## config.mk

```make
export PLATFORM = sky130hd
export DESIGN_NAME = stor_io_decoder
export DESIGN_NICKNAME = d
export VERILOG_FILES = /design/src/rtl/stor_dec_pkg.sv /design/src/rtl/stor_win_decode.sv /design/src/rtl/stor_drv_select.sv /design/src/rtl/stor_io_decoder.sv
export SDC_FILE = /design/constraint.sdc
export NUM_CORES = 1
export LEC_CHECK = 0
export BUFFER_PORTS_ARGS = -buffer_cell sky130_fd_sc_hd__buf_4
export CAP_MARGIN = 20
export CORE_ASPECT_RATIO = 0.7
export CORE_UTILIZATION = 43
export CTS_CLUSTER_SIZE = 20
export DETAILED_ROUTE_END_ITERATION = 6
export SETUP_SLACK_MARGIN = 0.02
export SYNTH_ARGS = -nofsm -noshare
export SYNTH_HDL_FRONTEND = slang
export SYNTH_HIERARCHICAL = 1
export SYNTH_SLANG_ARGS = --single-unit
```

## constraint.sdc

```tcl
create_clock -name clk -period 5.45 [get_ports clk]
set_input_delay 0.8175 -clock clk [delete_from_list [all_inputs] [get_ports clk]]
set_output_delay 0.8175 -clock clk [all_outputs]
set_load 0.1 [all_outputs]
```

## src/rtl/stor_dec_pkg.sv

```systemverilog
package stor_dec_pkg;

    localparam int NUM_WIN = 5;

    typedef enum logic [1:0] {
        RGN_NONE = 2'd0,
        RGN_CMD  = 2'd1,
        RGN_CTL  = 2'd2,
        RGN_BM   = 2'd3
    } region_e;

    typedef enum logic [2:0] {
        ST_IDLE   = 3'd0,
        ST_DECODE = 3'd1,
        ST_DRV_LO = 3'd2,
        ST_DRV_HI = 3'd3,
        ST_BM     = 3'd4,
        ST_DONE   = 3'd5
    } state_e;

    localparam logic [1:0] SZ_1 = 2'd0;
    localparam logic [1:0] SZ_2 = 2'd1;
    localparam logic [1:0] SZ_4 = 2'd2;

    // Window index -> region; order 0..4 is the match priority
    function automatic region_e win_region(input int w);
        case (w)
            0, 2:    return RGN_CMD;
            1, 3:    return RGN_CTL;
            default: return RGN_BM;
        endcase
    endfunction

    function automatic logic win_chan(input int w);
        return (w == 2 || w == 3);
    endfunction

endpackage

```

## src/rtl/stor_win_decode.sv

```systemverilog
module stor_win_decode
    import stor_dec_pkg::*;
#(
    parameter int ADDR_W   = 16,
    parameter int CMD_SIZE = 8,
    parameter int CTL_SIZE = 4,
    parameter int BM_SIZE  = 16,
    parameter int BM_SPLIT = 8,
    parameter int OFF_W    = 4
) (
    input  logic              clk,
    input  logic              rst_n,
    input  logic              base_wr,
    input  logic [2:0]        base_idx,
    input  logic [ADDR_W-1:0] base_val,
    input  logic [ADDR_W-1:0] lookup_addr,
    output logic              hit,
    output region_e           region,
    output logic              chan,
    output logic [OFF_W-1:0]  offset
);

    function automatic int win_size(input int w);
        case (w)
            0, 2:    return CMD_SIZE;
            1, 3:    return CTL_SIZE;
            default: return BM_SIZE;
        endcase
    endfunction

    logic [NUM_WIN-1:0]             hit_vec;
    logic [NUM_WIN-1:0][ADDR_W-1:0] off_vec;

    for (genvar w = 0; w < NUM_WIN; w++) begin : g_win
        logic [ADDR_W-1:0] base_r;
        logic [ADDR_W:0]   lo_ext;
        logic [ADDR_W:0]   hi_ext;
        logic [ADDR_W:0]   a_ext;

        always_ff @(posedge clk or negedge rst_n) begin
            if (!rst_n)
                base_r <= '0;
            else if (base_wr && base_idx == 3'(w) && base_val != '0)
                base_r <= base_val;
        end

        assign lo_ext     = {1'b0, base_r};
        assign hi_ext     = lo_ext + (ADDR_W+1)'(win_size(w));
        assign a_ext      = {1'b0, lookup_addr};
        assign hit_vec[w] = (a_ext >= lo_ext) && (a_ext < hi_ext);
        assign off_vec[w] = lookup_addr - base_r;
    end

    always_comb begin
        hit    = 1'b0;
        region = RGN_NONE;
        chan   = 1'b0;
        offset = '0;
        for (int w = NUM_WIN - 1; w >= 0; w--) begin
            if (hit_vec[w]) begin
                hit    = 1'b1;
                region = win_region(w);
                offset = off_vec[w][OFF_W-1:0];
                if (win_region(w) == RGN_BM)
                    chan = (off_vec[w][OFF_W-1:0] >= OFF_W'(BM_SPLIT));
                else
                    chan = win_chan(w);
            end
        end
    end

endmodule

```

## src/rtl/stor_drv_select.sv

```systemverilog
module stor_drv_select #(
    parameter int NUM_CH = 2
) (
    input  logic              clk,
    input  logic              rst_n,
    input  logic              upd,
    input  logic              upd_chan,
    input  logic              upd_val,
    output logic [NUM_CH-1:0] sel_q
);

    for (genvar c = 0; c < NUM_CH; c++) begin : g_ch
        always_ff @(posedge clk or negedge rst_n) begin
            if (!rst_n)
                sel_q[c] <= 1'b0;
            else if (upd && int'(upd_chan) == c)
                sel_q[c] <= upd_val;
        end
    end

endmodule

```

## src/rtl/stor_io_decoder.sv

```systemverilog
module stor_io_decoder
    import stor_dec_pkg::*;
#(
    parameter int ADDR_W    = 16,
    parameter int CMD_SIZE  = 8,
    parameter int CTL_SIZE  = 4,
    parameter int BM_SIZE   = 16,
    parameter int BM_SPLIT  = 8,
    parameter int DATA_OFF  = 0,
    parameter int SEL_OFF   = 6,
    parameter int DEV_BIT   = 4,
    parameter int IO_EN_BIT = 0,
    parameter int BM_EN_BIT = 2,
    parameter int CMD_W     = 16,
    parameter int OFF_W     = $clog2((BM_SIZE > CMD_SIZE) ?
                              ((BM_SIZE > CTL_SIZE) ? BM_SIZE : CTL_SIZE) :
                              ((CMD_SIZE > CTL_SIZE) ? CMD_SIZE : CTL_SIZE))
) (
    input  logic              clk,
    input  logic              rst_n,
    input  logic [CMD_W-1:0]  host_cmd,
    input  logic              base_wr,
    input  logic [2:0]        base_idx,
    input  logic [ADDR_W-1:0] base_val,
    input  logic              acc_valid,
    output logic              acc_ready,
    input  logic              acc_write,
    input  logic [ADDR_W-1:0] acc_addr,
    input  logic [1:0]        acc_size,
    input  logic [31:0]       acc_wdata,
    output logic              acc_done,
    output logic [31:0]       acc_rdata,
    output logic [1:0]        acc_region,
    output logic              acc_chan,
    output logic [OFF_W-1:0]  acc_offset,
    output logic [1:0]        acc_drive,
    output logic              dec_err,
    input  logic [3:0]        drv_present,
    output logic              dx_valid,
    output logic              dx_write,
    output logic              dx_half,
    output logic [1:0]        dx_drive,
    output logic [1:0]        dx_region,
    output logic [OFF_W-1:0]  dx_offset,
    output logic [15:0]       dx_wdata,
    input  logic [15:0]       dx_rdata,
    output logic              bm_valid,
    output logic              bm_write,
    output logic              bm_chan,
    output logic [OFF_W-1:0]  bm_offset,
    output logic [1:0]        bm_size,
    output logic [31:0]       bm_wdata,
    input  logic [31:0]       bm_rdata
);

    localparam logic [31:0] ALL_ONES = '1;

    state_e state_q, state_d;

    // latched request
    logic              req_write;
    logic [ADDR_W-1:0] req_addr;
    logic [1:0]        req_size;
    logic [31:0]       req_wdata;

    // registered decode results
    region_e           region_q;
    logic              chan_q;
    logic [OFF_W-1:0]  offset_q;
    logic [1:0]        drive_q;
    logic [31:0]       rdata_q;
    logic              err_q;
    logic              two_q;

    // decoder outputs
    logic              win_hit;
    region_e           win_rgn;
    logic              win_chan_s;
    logic [OFF_W-1:0]  win_off;
    logic [1:0]        sel_q;

    logic unused_cmd;
    assign unused_cmd = ^host_cmd;

    stor_win_decode #(
        .ADDR_W   (ADDR_W),
        .CMD_SIZE (CMD_SIZE),
        .CTL_SIZE (CTL_SIZE),
        .BM_SIZE  (BM_SIZE),
        .BM_SPLIT (BM_SPLIT),
        .OFF_W    (OFF_W)
    ) u_win (
        .clk         (clk),
        .rst_n       (rst_n),
        .base_wr     (base_wr),
        .base_idx    (base_idx),
        .base_val    (base_val),
        .lookup_addr (req_addr),
        .hit         (win_hit),
        .region      (win_rgn),
        .chan        (win_chan_s),
        .offset      (win_off)
    );

    // decode-stage evaluation
    logic        io_en, bm_en, is_data, size_ok, sel_upd, sel_new;
    logic [1:0]  dec_drive;
    logic        dec_err_set;
    logic [31:0] dec_rdata;
    state_e      dec_next;

    always_comb begin
        io_en   = host_cmd[IO_EN_BIT];
        bm_en   = host_cmd[BM_EN_BIT];
        is_data = (win_rgn == RGN_CMD) && (win_off == OFF_W'(DATA_OFF));
        if (win_rgn == RGN_BM)
            size_ok = (req_size != 2'd3);
        else if (is_data)
            size_ok = (req_size == SZ_2) || (req_size == SZ_4);
        else
            size_ok = (req_size == SZ_1);

        sel_upd = win_hit && io_en && size_ok && req_write &&
                  (win_rgn == RGN_CMD) && (win_off == OFF_W'(SEL_OFF));
        sel_new   = sel_upd ? req_wdata[DEV_BIT] : sel_q[win_chan_s];
        dec_drive = {win_chan_s, sel_new};

        dec_err_set = 1'b0;
        dec_rdata   = '0;
        dec_next    = ST_DONE;
        if (!win_hit) begin
            dec_err_set = 1'b1;
            dec_rdata   = ALL_ONES;
        end else if (!io_en) begin
            dec_rdata   = '0;
        end else if (!size_ok) begin
            dec_err_set = 1'b1;
            dec_rdata   = ALL_ONES;
        end else if (win_rgn == RGN_BM) begin
            if (!(req_write && !bm_en))
                dec_next = ST_BM;
        end else if (drv_present[dec_drive]) begin
            dec_next = ST_DRV_LO;
        end
    end

    stor_drv_select #(.NUM_CH(2)) u_sel (
        .clk      (clk),
        .rst_n    (rst_n),
        .upd      ((state_q == ST_DECODE) && sel_upd),
        .upd_chan (win_chan_s),
        .upd_val  (req_wdata[DEV_BIT]),
        .sel_q    (sel_q)
    );

    // state register
    always_ff @(posedge clk or negedge rst_n) begin
        if (!rst_n)
            state_q <= ST_IDLE;
        else
            state_q <= state_d;
    end

    // next state
    always_comb begin
        state_d = state_q;
        unique case (state_q)
            ST_IDLE:   if (acc_valid) state_d = ST_DECODE;
            ST_DECODE: state_d = dec_next;
            ST_DRV_LO: state_d = two_q ? ST_DRV_HI : ST_DONE;
            ST_DRV_HI: state_d = ST_DONE;
            ST_BM:     state_d = ST_DONE;
            ST_DONE:   state_d = ST_IDLE;
            default:   state_d = ST_IDLE;
        endcase
    end

    // datapath registers
    always_ff @(posedge clk or negedge rst_n) begin
        if (!rst_n) begin
            req_write <= 1'b0;
            req_addr  <= '0;
            req_size  <= '0;
            req_wdata <= '0;
            region_q  <= RGN_NONE;
            chan_q    <= 1'b0;
            offset_q  <= '0;
            drive_q   <= '0;
            rdata_q   <= '0;
            err_q     <= 1'b0;
            two_q     <= 1'b0;
        end else begin
            unique case (state_q)
                ST_IDLE: begin
                    if (acc_valid) begin
                        req_write <= acc_write;
                        req_addr  <= acc_addr;
                        req_size  <= acc_size;
                        req_wdata <= acc_wdata;
                    end
                end
                ST_DECODE: begin
                    region_q <= win_rgn;
                    chan_q   <= win_chan_s;
                    offset_q <= win_off;
                    drive_q  <= win_hit ? dec_drive : 2'd0;
                    rdata_q  <= dec_rdata;
                    err_q    <= err_q | dec_err_set;
                    two_q    <= is_data && (req_size == SZ_4);
                end
                ST_DRV_LO: begin
                    if (req_size == SZ_1)
                        rdata_q <= {24'h0, dx_rdata[7:0]};
                    else
                        rdata_q <= {16'h0, dx_rdata};
                end
                ST_DRV_HI: rdata_q[31:16] <= dx_rdata;
                ST_BM: begin
                    case (req_size)
                        SZ_1:    rdata_q <= {24'h0, bm_rdata[7:0]};
                        SZ_2:    rdata_q <= {16'h0, bm_rdata[15:0]};
                        default: rdata_q <= bm_rdata;
                    endcase
                end
                default: ;
            endcase
        end
    end

    // outputs
    always_comb begin
        acc_ready  = (state_q == ST_IDLE);
        acc_done   = (state_q == ST_DONE);
        acc_rdata  = rdata_q;
        acc_region = region_q;
        acc_chan   = chan_q;
        acc_offset = offset_q;
        acc_drive  = drive_q;
        dec_err    = err_q;
        dx_valid   = (state_q == ST_DRV_LO) || (state_q == ST_DRV_HI);
        dx_half    = (state_q == ST_DRV_HI);
        dx_write   = req_write;
        dx_drive   = drive_q;
        dx_region  = region_q;
        dx_offset  = offset_q;
        dx_wdata   = (state_q == ST_DRV_HI) ? req_wdata[31:16] : req_wdata[15:0];
        bm_valid   = (state_q == ST_BM);
        bm_write   = req_write;
        bm_chan    = chan_q;
        bm_offset  = offset_q;
        bm_size    = req_size;
        bm_wdata   = req_wdata;
    end

endmodule

```

; ---- Word level (Yosys, flattened, before mapping)
; Index checks and enable logic that the tools add are counted.
[word_totals]
out_inout_bits = 112
register_bits = 179
elab_cells = 166
inputBits = 142
[op_classes]
n_lt_le_gt_ge = 17
muxes = 58
eq_ne = 21
addsub = 10
n_bitwise = 2
n_reduce_logical = 38
[ops]
columns = cell, count
row1 = $mux 32, 3
row2 = $lt 16x17->1, 5
row3 = $ge 16x16->1, 5
row4 = $pmux 16 s4, 1
row5 = $pmux 32 s2, 1
row6 = $pmux 16 s3, 1
row7 = $add 16x3->17 const B, 2
row8 = $add 16x4->17 const B, 2
row9 = $mux 16, 2
row10 = $logic_and 1x1->1, 26
row11 = $mux 1, 25
row12 = $mux 2, 11
row13 = $mux 3, 7
row14 = $ge 4x4->1 const B, 5
row15 = $mux 4, 5
row16 = $sub 4x4->4, 5
row17 = $add 16x5->17 const B, 1
row18 = $reduce_bool 16->1, 1
row19 = $eq 2x2->1 const B, 7
row20 = $eq 3x2->1 const B, 4
row21 = $pmux 3 s4, 1
row22 = $eq 3x3->1 const B, 3
row23 = $eq 3x1->1 const B, 2
row24 = $logic_not 3->1, 2
row25 = 16 further kinds, 19

; ---- Depth between registers and ports, before layout
[logic_depth]
depth_word = 25
depth_mapped = 22
depth_no_buf = 20

; ---- Cells and area by module
; Netlist, hierarchy kept.
[modules_own_cells]
columns = module, area_each_um2, seq_area_each_um2, cells_per_inst, instances
row1 = stor_win_decode, 7887.6, 2001.9, 907, 1
row2 = stor_io_decoder, 4812.1, 2427.3, 452, 1
row3 = stor_drv_select, 100.1, 50.0, 6, 1

; ---- Worst setup path before layout
; No wires, ideal clock.
[synth_path]
kind = register to register
from = register u_win.g_win[3].base_r[7]
to = register u_sel.sel_q[0]
required_time_ns = 5.324
t_arrival_ns = 4.317
period_less_slack_ns = 4.443
slack_ns = 1.007
path_stages_with_launch = 19
setup_time_ns = 0.126
path_buffers = 1
path_cell_list = dfrtp_1 nand4_2 or3_1 or3_1 xnor2_1 ha_1 a211o_1 a211oi_1 o21ai_0 a21oi_1 buf_4 nor3b_1 o311ai_1 a21oi_1 nor4b_4 nand4_1 a2111oi_0 nor2b_4 mux2_4
[synth_between]
elab_chain_len = 17
word_cells_on_any_way = 35
cone_classes = add/sub (1) / order compare (2) / eq/ne (3) / mux (18) / bitwise (1) / reduce/logical (10)
[synth_lines]
columns = item, line
row1 = "start, declared", stor_win_decode.sv:35  ; logic [ADDR_W-1:0] base_r;
row2 = "start signal, assigned", stor_win_decode.sv:44  ; base_r <= base_val;
row3 = $add 16x3->17, stor_win_decode.sv:48  ; assign hi_ext = lo_ext + (ADDR_W+1)'(win_size(w));
row4 = $lt 16x17->1, stor_win_decode.sv:50  ; assign hit_vec[w] = (a_ext >= lo_ext) && (a_ext < hi_ext);
row5 = $logic_and 1x1->1 *, stor_win_decode.sv:50
row6 = $mux 4 * (4 in series), stor_win_decode.sv:60  ; if (hit_vec[w]) begin
row7 = net win_off[0], stor_io_decoder.sv:79  ; logic [OFF_W-1:0] win_off;
row8 = $logic_not 4->1, stor_io_decoder.sv:115  ; is_data = (win_rgn == RGN_CMD) && (win_off == OFF_W'(DATA_OFF));
row9 = $logic_and 1x1->1, stor_io_decoder.sv:115
row10 = $mux 1, stor_io_decoder.sv:118  ; else if (is_data)
row11 = $mux 1, stor_io_decoder.sv:116  ; if (win_rgn == RGN_BM)
row12 = $logic_and 1x1->1 (3 in series), stor_io_decoder.sv:123  ; sel_upd = win_hit && io_en && size_ok && req_write &&
row13 = $logic_and 1x1->1 *, stor_io_decoder.sv:124  ; (win_rgn == RGN_CMD) && (win_off == OFF_W'(SEL_OFF));
row14 = $logic_and 1x1->1 *, stor_io_decoder.sv:150  ; .upd ((state_q == ST_DECODE) && sel_upd),
row15 = $logic_and 1x1->1 *, stor_drv_select.sv:16  ; else if (upd && int'(upd_chan) == c)
row16 = "end signal, assigned by index", stor_drv_select.sv:17  ; sel_q[c] <= upd_val;
row17 = "end, declared", stor_drv_select.sv:9  ; output logic [NUM_CH-1:0] sel_q
; The timed path passes the listed nets; every way through them passes the cells marked *.
; A chain may end at the register's enable or synchronous reset.

; ---- Worst setup path after layout
; Ends and elaborated chain as after synthesis.

==> metrics.json <==
{
  "nets": {"value": 1889},
  "grt_setup_unrepaired": {"value": "false"},
  "grt_antenna_before_repair": {"value": 0},
  "postRouteAntennaNets": {"value": 0},
  "syn_area_per_cell": {"value": 9.38, "unit": "um^2"},
  "synth_fp_nets": {"value": 1668},
  "timing.critical_path.slowest_cell_delay": {"value": 0.44, "unit": "ns"},
  "slew_violations": {"value": 0},
  "cap_violations": {"value": 0},
  "tritoncts": {"value": "built"},
  "routedWlPerCell": {"value": 19.7, "unit": "um"},
  "die_h": {"value": 146, "unit": "um"},
  "drt_pass1_iterations": {"value": 5},
  "synth_sequential_area_ratio": {"value": 0.350},
  "chipWidth": {"value": 208, "unit": "um"},
  "warnings_from_yosys": {"value": 6},
  "transition_time_at_the_pin_with_the_least_slew_margin": {"value": 1.06, "unit": "ns"},
  "grt-ovfl-total": {"value": 0},
  "initial_utilization": {"value": 0.440},
  "setup_tns": {"value": 0, "unit": "ns"},
  "hold_viol_final": {"value": 0},
  "arrival": {"value": 5.39, "unit": "ns"},
  "setup_violations": {"value": 0},
  "first_pass_grt_wire_length": {"value": 60800, "unit": "um"},
  "synth_top_family_by_area": {"value": "compound AO/OA/AOI/OAI gates"},
  "max_clock_freq": {"value": 198, "unit": "MHz"},
  "diodes": {"value": 0},
  "cts_buffer_depth": {"value": 2},
  "clk_pin_slew": {"value": 0.08, "unit": "ns"},
  "avgViaCountPerCell": {"value": 5.62},
  "track_usage": {"value": 0.259},
  "path_max_fanout": {"value": 6},
  "netlist.area_leader.share": {"value": 0.350},
  "crit_buf_inv": {"value": 1},
  "worstPathRequired": {"value": 5.79, "unit": "ns"},
  "clock_network_latency_to_the_later_pin_of_the_worst_skew_pair": {"value": 0.46, "unit": "ns"},
  "post_route_cells_drive_above_1_share": {"value": 0.255},
  "critical_path.most_common_cell": {"value": "sky130_fd_sc_hd__or3_1"},
  "synth.area.mux_share": {"value": 0.0811},
  "drt_first_iter_violations": {"value": 824},
  "num_io_pins": {"value": 254},
  "synth.most_common_cell": {"value": "sky130_fd_sc_hd__dfrtp_1"},
  "cts.root.buffer_cell": {"value": "sky130_fd_sc_hd__clkbuf_16"},
  "endpoint_kind": {"value": "flop"},
  "post-synth-top-area-cell": {"value": "sky130_fd_sc_hd__dfrtp_1"},
  "clock-skew-final": {"value": 0.0146, "unit": "ns"},
  "outcome": {"value": "finished clean"},
  "die_outline_area": {"value": 30500, "unit": "um^2"},
  "rows": {"value": 52},
  "async_reset_ff_frac": {"value": 1.00},
  "core_area": {"value": 29100, "unit": "um^2"},
  "route.final.wire_length": {"value": 38900, "unit": "um"},
  "post_synthesis_adder_cell_area_fraction": {"value": 0.160},
  "dominantRegCellSynth": {"value": "sky130_fd_sc_hd__dfrtp_1"},
  "synth.top_cells.by_area": {"value": "sky130_fd_sc_hd__dfrtp_1 (35%), sky130_fd_sc_hd__ha_1 (15%), sky130_fd_sc_hd__mux2_2 (7.4%), sky130_fd_sc_hd__nand2_1 (5.1%), sky130_fd_sc_hd__o21ai_0 (5.0%)"},
  "area.growth.synth_to_final": {"value": 21.5, "unit": "%"},
  "holdCritPathClass": {"value": "in2async"},
  "mappedNetlistArea": {"value": 12800, "unit": "um^2"},
  "first_global_vias": {"value": 10673},
  "yosys.area_share.simple": {"value": 0.144},
  "synth_compound_area_frac": {"value": 0.164},
  "synth_edf_count": {"value": 0},
  "fill_cell_instance_count_of_the_final_layout": {"value": 2684},
  "path_class": {"value": "reg2reg"},
  "place_hpwl": {"value": 29600, "unit": "um"},
  "timing.critical_path.max_delay_family": {"value": "compound AO/OA/AOI/OAI gates"},
  "tritoncts_num_sinks": {"value": 179},
  "largest_net_degree_at_the_start_of_global_routing": {"value": 110},
  "post_synth_xor_area_fraction": {"value": 0.0452},
  "place_congestion": {"value": 0.874},
  "netlist_instances": {"value": 1365},
  "post-route-period-util": {"value": 0.926},
  "timing.critical_path.from_type": {"value": "flop"},
  "cp_slowest_cell": {"value": "sky130_fd_sc_hd__dfrtp_1"},
  "crit_chain": {"value": "nand4_2 > or3_1 > or3_1 > xnor2_1 > ha_1 > a211o_1 > a211oi_1 > o21ai_0 > a21oi_2 > nor3b_1 > o311ai_1 > a21oi_1 > nor4b_4 > nand4_1 > a2111oi_2 > buf_4 > nor2b_4 > mux2_4"},
  "synth.lib_cells_used.distinct": {"value": 75},
  "fin_crit": {"value": 5.05, "unit": "ns"},
  "route.detailed.drc": {"value": 0},
  "portBuffers": {"value": 239},
  "synth-seq-cells": {"value": 179},
  "relSlewSlack": {"value": 0.289},
  "dr_total_vias": {"value": 11101},
  "numCtsBuffers": {"value": 17},
  "ranking_of_synthesized_cells_by_instance_count": {"value": "sky130_fd_sc_hd__dfrtp_1 (179), sky130_fd_sc_hd__nand2_1 (175), sky130_fd_sc_hd__ha_1 (156), sky130_fd_sc_hd__o21ai_0 (128), sky130_fd_sc_hd__inv_1 (111)"},
  "cts-htree-levels": {"value": 4}
}
-- cell type report --
cell class / count / area, um^2 / share of cell area
Clock inverter: 14 / 161 / 0.0104
Multi-Input combinational cell: 1019 / 7640 / 0.492
Timing Repair Buffer: 257 / 1940 / 0.124
Sequential cell: 179 / 4480 / 0.288
Tap cell: 378 / 473 / 0.0304
Clock buffer: 18 / 439 / 0.0282
Inverter: 112 / 420 / 0.0270
-- state kept, by name (all words and copies together) (netlist names) --
name and cells:
acc_drive 2, u_win/g_win.base_r 80, acc_region 2, req_addr 16
u_sel/sel_q 2, dec_err 1, acc_chan 1, state_q 3
bm_write 1, bm_size 2, bm_wdata 32, acc_offset 4
acc_rdata 32, two_q 1
-- final timing paths --
check / end / depth (start not counted) / start / slack, ns
min: u_win/g_win[2].base_r[9] / 1 / rst_n / 0.44
min reg2reg: dec_err / 1 / dec_err / 0.47
min in group clk: dec_err / 1 / dec_err / 0.47
max in group asynchronous: acc_chan / 2 / rst_n / 3.89
max reg2reg: u_sel/sel_q[0] / 18 / u_win/g_win[3].base_r[7] / 0.40
max: u_sel/sel_q[0] / 18 / u_win/g_win[3].base_r[7] / 0.40
-- metal layers --
metal	wire length [um]	global-route usage	vias up
met5	0	0	-
met4	463	0.0652	0
li1	-	-	5330
met3	2630	0.0510	35
met1	19200	0.389	5360
met2	16600	0.377	376
-- timing repair --
action | 4_1_cts | 5_1_grt
hold buffers | 0 | 0
endpoints found under the setup margin | 0 | 5
resized for setup | 0 | 4
setup buffers | 0 | 0
-- cell usage in the layout (no fill, tap or decap), drive strengths merged, types with 15 or more instances in the layout --
| master | synthesis | routed |
|---|---|---|
| a21o | 20 | 20 |
| a21oi | 55 | 55 |
| a221oi | 18 | 18 |
| buf | 33 | 256 |
| clkbuf | 22 | 19 |
| dfrtp | 179 | 179 |
| ha | 156 | 156 |
| inv | 111 | 118 |
| mux2 | 86 | 86 |
| nand2 | 177 | 177 |
| nand3 | 32 | 32 |
| nand4 | 23 | 23 |
| nor2 | 48 | 48 |
| nor3 | 27 | 27 |
| nor4 | 15 | 15 |
| o21ai | 130 | 130 |
| o2bb2ai | 16 | 16 |
| xnor2 | 63 | 63 |
-- kinds of logic after synthesis --
family,count (synthesis)
simple gates,375
compound gates,326
flops,179
buf+inv,167
fa+ha+maj,161
mux,91
xor+xnor,66
-- worst register-to-register path, stage by stage, from the launching register on --
cell and delay [ns]:
sky130_fd_sc_hd__dfrtp_1 0.44, sky130_fd_sc_hd__nand4_2 0.21, sky130_fd_sc_hd__or3_1 0.37, sky130_fd_sc_hd__or3_1 0.37
sky130_fd_sc_hd__xnor2_1 0.15, sky130_fd_sc_hd__ha_1 0.19, sky130_fd_sc_hd__a211o_1 0.29, sky130_fd_sc_hd__a211oi_1 0.23
sky130_fd_sc_hd__o21ai_0 0.17, sky130_fd_sc_hd__a21oi_2 0.30, sky130_fd_sc_hd__nor3b_1 0.09, sky130_fd_sc_hd__o311ai_1 0.44
sky130_fd_sc_hd__a21oi_1 0.21, sky130_fd_sc_hd__nor4b_4 0.36, sky130_fd_sc_hd__nand4_1 0.15, sky130_fd_sc_hd__a2111oi_2 0.36
sky130_fd_sc_hd__buf_4 0.20, sky130_fd_sc_hd__nor2b_4 0.14, sky130_fd_sc_hd__mux2_4 0.30
-- through the flow --
step,util,instance area (um^2),cells,worst slack (ns),hold WS [ns]
finish,0.535,15600,1977,0.401,0.438
detailed placement,0.514,14900,1945,0.0656,0.456
CTS,0.534,15500,1977,0.0542,0.475
global route,0.535,15600,1977,0.0191,0.516
global placement,0.514,14900,1945,0.151,0.452
floorplan,-,12800,1365,1.01,0.466
Power is left out: the tool's default activity adds up to more than one toggle a clock period on the data nets, which glitch-free logic cannot reach.
